File: src/rtl/sar_pkg.sv
package sar_pkg;
  parameter int unsigned SAR_W_DEF = 10;

  function automatic int unsigned msb_idx(input int unsigned w);
    return w - 1;
  endfunction
endpackage

File: src/rtl/sar_seq.sv
// One-hot sequencer: loads MSB during reset, shifts toward LSB with zero fill.
module sar_seq #(
  parameter int unsigned W = sar_pkg::SAR_W_DEF
) (
  input  logic         clk_i,
  input  logic         rst_ni,
  output logic [W-1:0] token_o
);
  localparam int unsigned Msb = sar_pkg::msb_idx(W);

  logic [W-1:0] token_q;

  always_ff @(posedge clk_i or negedge rst_ni) begin
    if (!rst_ni) begin
      token_q      <= '0;
      token_q[Msb] <= 1'b1;
    end else begin
      token_q <= {1'b0, token_q[W-1:1]};
    end
  end

  assign token_o = token_q;
endmodule

File: src/rtl/sar_bit.sv
// One result bit: captures comparator on the edge the token leaves it.
module sar_bit (
  input  logic clk_i,
  input  logic rst_ni,
  input  logic tok_i,
  input  logic cmp_i,
  output logic bit_o
);
  logic res_q;

  always_ff @(posedge clk_i or negedge rst_ni) begin
    if (!rst_ni)    res_q <= 1'b0;
    else if (tok_i) res_q <= cmp_i;
  end

  // trial value while the token sits here
  assign bit_o = res_q | tok_i;
endmodule

File: src/rtl/sar_ctrl.sv
module sar_ctrl #(
  parameter int unsigned W = sar_pkg::SAR_W_DEF
) (
  input  logic         clk_i,
  input  logic         rst_ni,
  input  logic         cmp_i,
  output logic [W-1:0] dac_o,
  output logic         done_o
);
  logic [W-1:0] token_q;
  logic         done_q;

  sar_seq #(.W(W)) u_seq (
    .clk_i  (clk_i),
    .rst_ni (rst_ni),
    .token_o(token_q)
  );

  for (genvar n = 0; n < W; n++) begin : g_bit
    sar_bit u_bit (
      .clk_i (clk_i),
      .rst_ni(rst_ni),
      .tok_i (token_q[n]),
      .cmp_i (cmp_i),
      .bit_o (dac_o[n])
    );
  end

  // LSB resolved on the edge the token leaves bit 0
  always_ff @(posedge clk_i or negedge rst_ni) begin
    if (!rst_ni)         done_q <= 1'b0;
    else if (token_q[0]) done_q <= 1'b1;
  end

  assign done_o = done_q;
endmodule

File: config.mk
export PLATFORM = sky130hd
export DESIGN_NAME = sar_ctrl
export DESIGN_NICKNAME = d
export VERILOG_FILES = /design/src/rtl/sar_pkg.sv /design/src/rtl/sar_seq.sv /design/src/rtl/sar_bit.sv /design/src/rtl/sar_ctrl.sv
export SDC_FILE = /design/constraint.sdc
export NUM_CORES = 1
export LEC_CHECK = 0
export BUFFER_PORTS_ARGS = -buffer_cell sky130_fd_sc_hd__buf_2
export CORE_MARGIN = 2
export CORE_UTILIZATION = 46
export CTS_CLUSTER_SIZE = 12
export DETAILED_ROUTE_END_ITERATION = 8
export HOLD_SLACK_MARGIN = 0.08
export PLACE_DENSITY = 0.74
export SKIP_LAST_GASP = 1
export SYNTH_ARGS = -nofsm -noshare
export SYNTH_HDL_FRONTEND = slang
export SYNTH_SLANG_ARGS = --single-unit
File: constraint.sdc
create_clock -name clk_i -period 1.1 [get_ports clk_i]
set_clock_uncertainty 0.1 [all_clocks]
set_input_delay 0.22 -clock clk_i [delete_from_list [all_inputs] [get_ports clk_i]]
set_output_delay 0.22 -clock clk_i [all_outputs]
set_load 0.01 [all_outputs]
==> run summary <==
========================================================================================
Outcome                                                                     finished with violations
Violations in the final reports                                             setup timing
Cell type with the highest aggregate area in the netlist                    sky130_fd_sc_hd__dfrtp_1
Most frequently used cell type in the post-synthesis netlist                sky130_fd_sc_hd__dfrtp_1
Count of inserted antenna diode cells                                                  0
Synth Instances                                                                       53
Number of max-slew violations in the final report                                      0
Highest net fanout along the worst path                                                3
Initial cell density of the core                                                  0.5048
Post-synthesis sequential area ratio                                              0.6693
Post-synthesis instance area                                                  787.0 um^2
Via count of the first global-routing pass                                           461
TritonCTS clock tree                                                                done
Total number of clock tree sinks                                                      21
Number of nets with antenna violations after routing                                   0
Max Freq                                                                       727.2 MHz
Via Count                                                                            428
Cell chain of the critical path                                             or2_4, buf_6
Antenna violations before repair                                                       0
Data arrival, critical path                                                      1.06 ns
DR DRC count                                                                           0
Hold Slack                                                                     0.2159 ns
Final weighted congestion of routability-driven global placement                  0.6831
Wire length of the first global-routing pass                                     1821 um
Count of fill cells added during filler insertion                                    108
Portion of the clock cycle consumed by the worst path in the final layout          1.250
Type of the setup path with the least slack                                      reg2out
Final critical path time including I/O delays and setup                         1.375 ns
Fin. Hold Viols                                                                        0
Final routed wire length divided by cell count                                  12.10 um
Mean cell area of the mapped netlist                                          14.85 um^2
Fin nets                                                                              79
Die width                                                                       45.36 um
FF+latch count, synth                                                                 21
Worst hold-check path type                                                        in2reg
Max-cap violations                                                                     0
Worst IR Drop VDD                                                             0.001096 V
Number of placed I/O pins                                                             14
Post-Synthesis Net Count                                                              56
Total Die Area                                                                 2058 um^2
PD cells                                                                    1396 nW/um^2
Quantity of I/O buffers inserted on ports                                             13
Synth Warn #                                                                           0
Die span in y                                                                   45.36 um
Clock transition at path regs                                                    0.11 ns
Delay of the slowest critical-path stage                                         0.41 ns
TritonRoute pass-1 iters                                                               1
Setup Viol. Count Final                                                               14
Type of element capturing the critical path                                 primary output
Maximum number of pins on one net before global-route repair                          22
Total routing usage reported by global routing                                    0.1315
Async set-reset flop share out of synthesis                                        1.000
DRT iter0 DRCs                                                                         0
Cell types occupying the most area after synthesis                          sky130_fd_sc_hd__dfrtp_1 (64%), sky130_fd_sc_hd__mux2_2 (14%), sky130_fd_sc_hd__buf_4 (9.5%)
DP Area                                                                       849.6 um^2
Leak                                                                           0.4844 nW
Slack of the critical path                                                    -0.2752 ns
Number of vias per cell                                                            4.703
Syn-to-layout area delta                                                          31.80%
Fraction of final layout cells sized beyond drive strength 1                      0.6933
Htree depth                                                                            1
Maximum clock insertion buffer count                                                   2
Routed WL                                                                        1101 um
Insertion delay of the later-clocked pin in the worst-skew pair                  0.29 ns
Total number of placement rows                                                        14
Most instantiated cells after synthesis                                     sky130_fd_sc_hd__dfrtp_1 (20), sky130_fd_sc_hd__or2_2 (11), sky130_fd_sc_hd__buf_4 (10), sky130_fd_sc_hd__mux2_2 (10)
Top-area cell type share of the netlist area                                      0.6359
Number of flops mapped to enable cells by yosys                                        0
Final Instance Area                                                            1037 um^2
Core area                                                                      1559 um^2
Setup crit start kind                                                           register
Synth Flop Type                                                             sky130_fd_sc_hd__dfrtp_1
Number of buffers created by CTS                                                       3
RSZ-0062 raised after global routing                                                true
Overflow left after global routing                                                     0
Master cell of the clock root buffer                                        sky130_fd_sc_hd__clkbuf_4
Count of unique library cells instantiated by Yosys                                    6
Critical-path top delay cell                                                sky130_fd_sc_hd__dfrtp_1
WP data required                                                                 0.78 ns
DP Wirelength                                                                   705.3 um
========================================================================================
## sequential cells by signal (all words and copies together) (netlist names)
name / flops
g_bit.u_bit.res_q: 10
done_o: 1
u_seq.token_o: 10
## path summary, 6_finish.rpt
path / startpoint / to / slack (ns) / cells after the start
max: u_seq.token_o[5] / dac_o[5] / -0.28 / 2
min: cmp_i / g_bit[7].u_bit.res_q / 0.22 / 2
max reg2reg: u_seq.token_o[9] / g_bit[9].u_bit.res_q / -0.03 / 2
min reg2reg: u_seq.token_o[5] / u_seq.token_o[4] / 0.33 / 0
max in group asynchronous: rst_ni / u_seq.token_o[9] / 0.27 / 2
min in group asynchronous: rst_ni / u_seq.token_o[5] / 0.29 / 2
## placed cells by master (no fill, tap or decap)
master                          Yosys  final
sky130_fd_sc_hd__mux2_2            10      8
sky130_fd_sc_hd__dfstp_2            1      1
sky130_fd_sc_hd__dlygate4sd3_1      0      1
sky130_fd_sc_hd__or2_4              0     10
sky130_fd_sc_hd__dfrtp_1           20     20
sky130_fd_sc_hd__buf_4             10     13
sky130_fd_sc_hd__clkbuf_4           0      3
sky130_fd_sc_hd__or2_2             11      1
sky130_fd_sc_hd__conb_1             1      1
sky130_fd_sc_hd__mux2_4             0      2
sky130_fd_sc_hd__buf_6              0     11
sky130_fd_sc_hd__buf_2              0      3
sky130_fd_sc_hd__clkbuf_1           0      1
## per-layer routing
layer,share of wire,vias to the layer above,GRT usage
li1,-,203,-
met3,0.033,2,0.02400
met2,0.56,9,0.2200
met5,0,-,0
met1,0.40,214,0.1444
met4,0.011,0,0.1059
## logic make-up (layout without fill, tap and decap cells)
logic type	Yosys count	in the layout	share of synthesized area
DFF	21	21	0.6693
other	1	1	0.004765
muxes	10	10	0.1431
and+or+nand+nor	11	11	0.08745
buffers and inverters	10	32	0.09539
## power breakdown
group	total, mW	internal, mW	switching, mW
registers	0.857	0.828	0.0285
clock network	0.350	0.141	0.209
logic	0.241	0.162	0.0789
total	1.45	1.13	0.317
## through the flow
| step | utilization | cells | setup WS (ns) | total power, mW | setup TNS, ns |
|---|---|---|---|---|---|
| finish | 0.6653 | 91 | -0.2752 | 1.448 | -2.730 |
| global route | 0.6653 | 91 | -0.3269 | 1.530 | -3.321 |
| CTS | 0.6437 | 88 | -0.2966 | 1.459 | -2.942 |
| detailed placement | 0.5449 | 79 | -0.008522 | 1.024 | -0.01579 |
| global placement | 0.5449 | 79 | -0.006599 | 1.017 | -0.01187 |
| floorplan | - | 53 | 0.00001510 | 0.9851 | 0 |
## what timing repair did
| action | in CTS | in global routing |
|---|---|---|
| buffers inserted | 4 | 5 |
| gates resized for setup | 20 | 3 |
| endpoints found under the setup margin | 11 | 13 |
| pin swaps | 4 | 2 |
| hold buffers | 1 | 0 |
| hold endpoints to repair | 20 | 0 |
## critical path, delay by kind of cell (launching register included)
kind                   cells  cell delay [ns]
buffers and inverters      1             0.12
AND/OR/NAND/NOR            1             0.23
flip-flops                 1             0.41
## layout make-up
| type | instances | area (um^2) | area share |
|---|---|---|---|
| Sequential cell | 21 | 526.8 | 0.5078 |
| Multi-Input combinational cell | 22 | 217.7 | 0.2099 |
| Timing Repair Buffer | 28 | 246.5 | 0.2376 |
| Clock buffer | 4 | 26.28 | 0.02533 |
| Tap cell | 16 | 20.02 | 0.01930 |
Power figures use the tool's default switching activity.
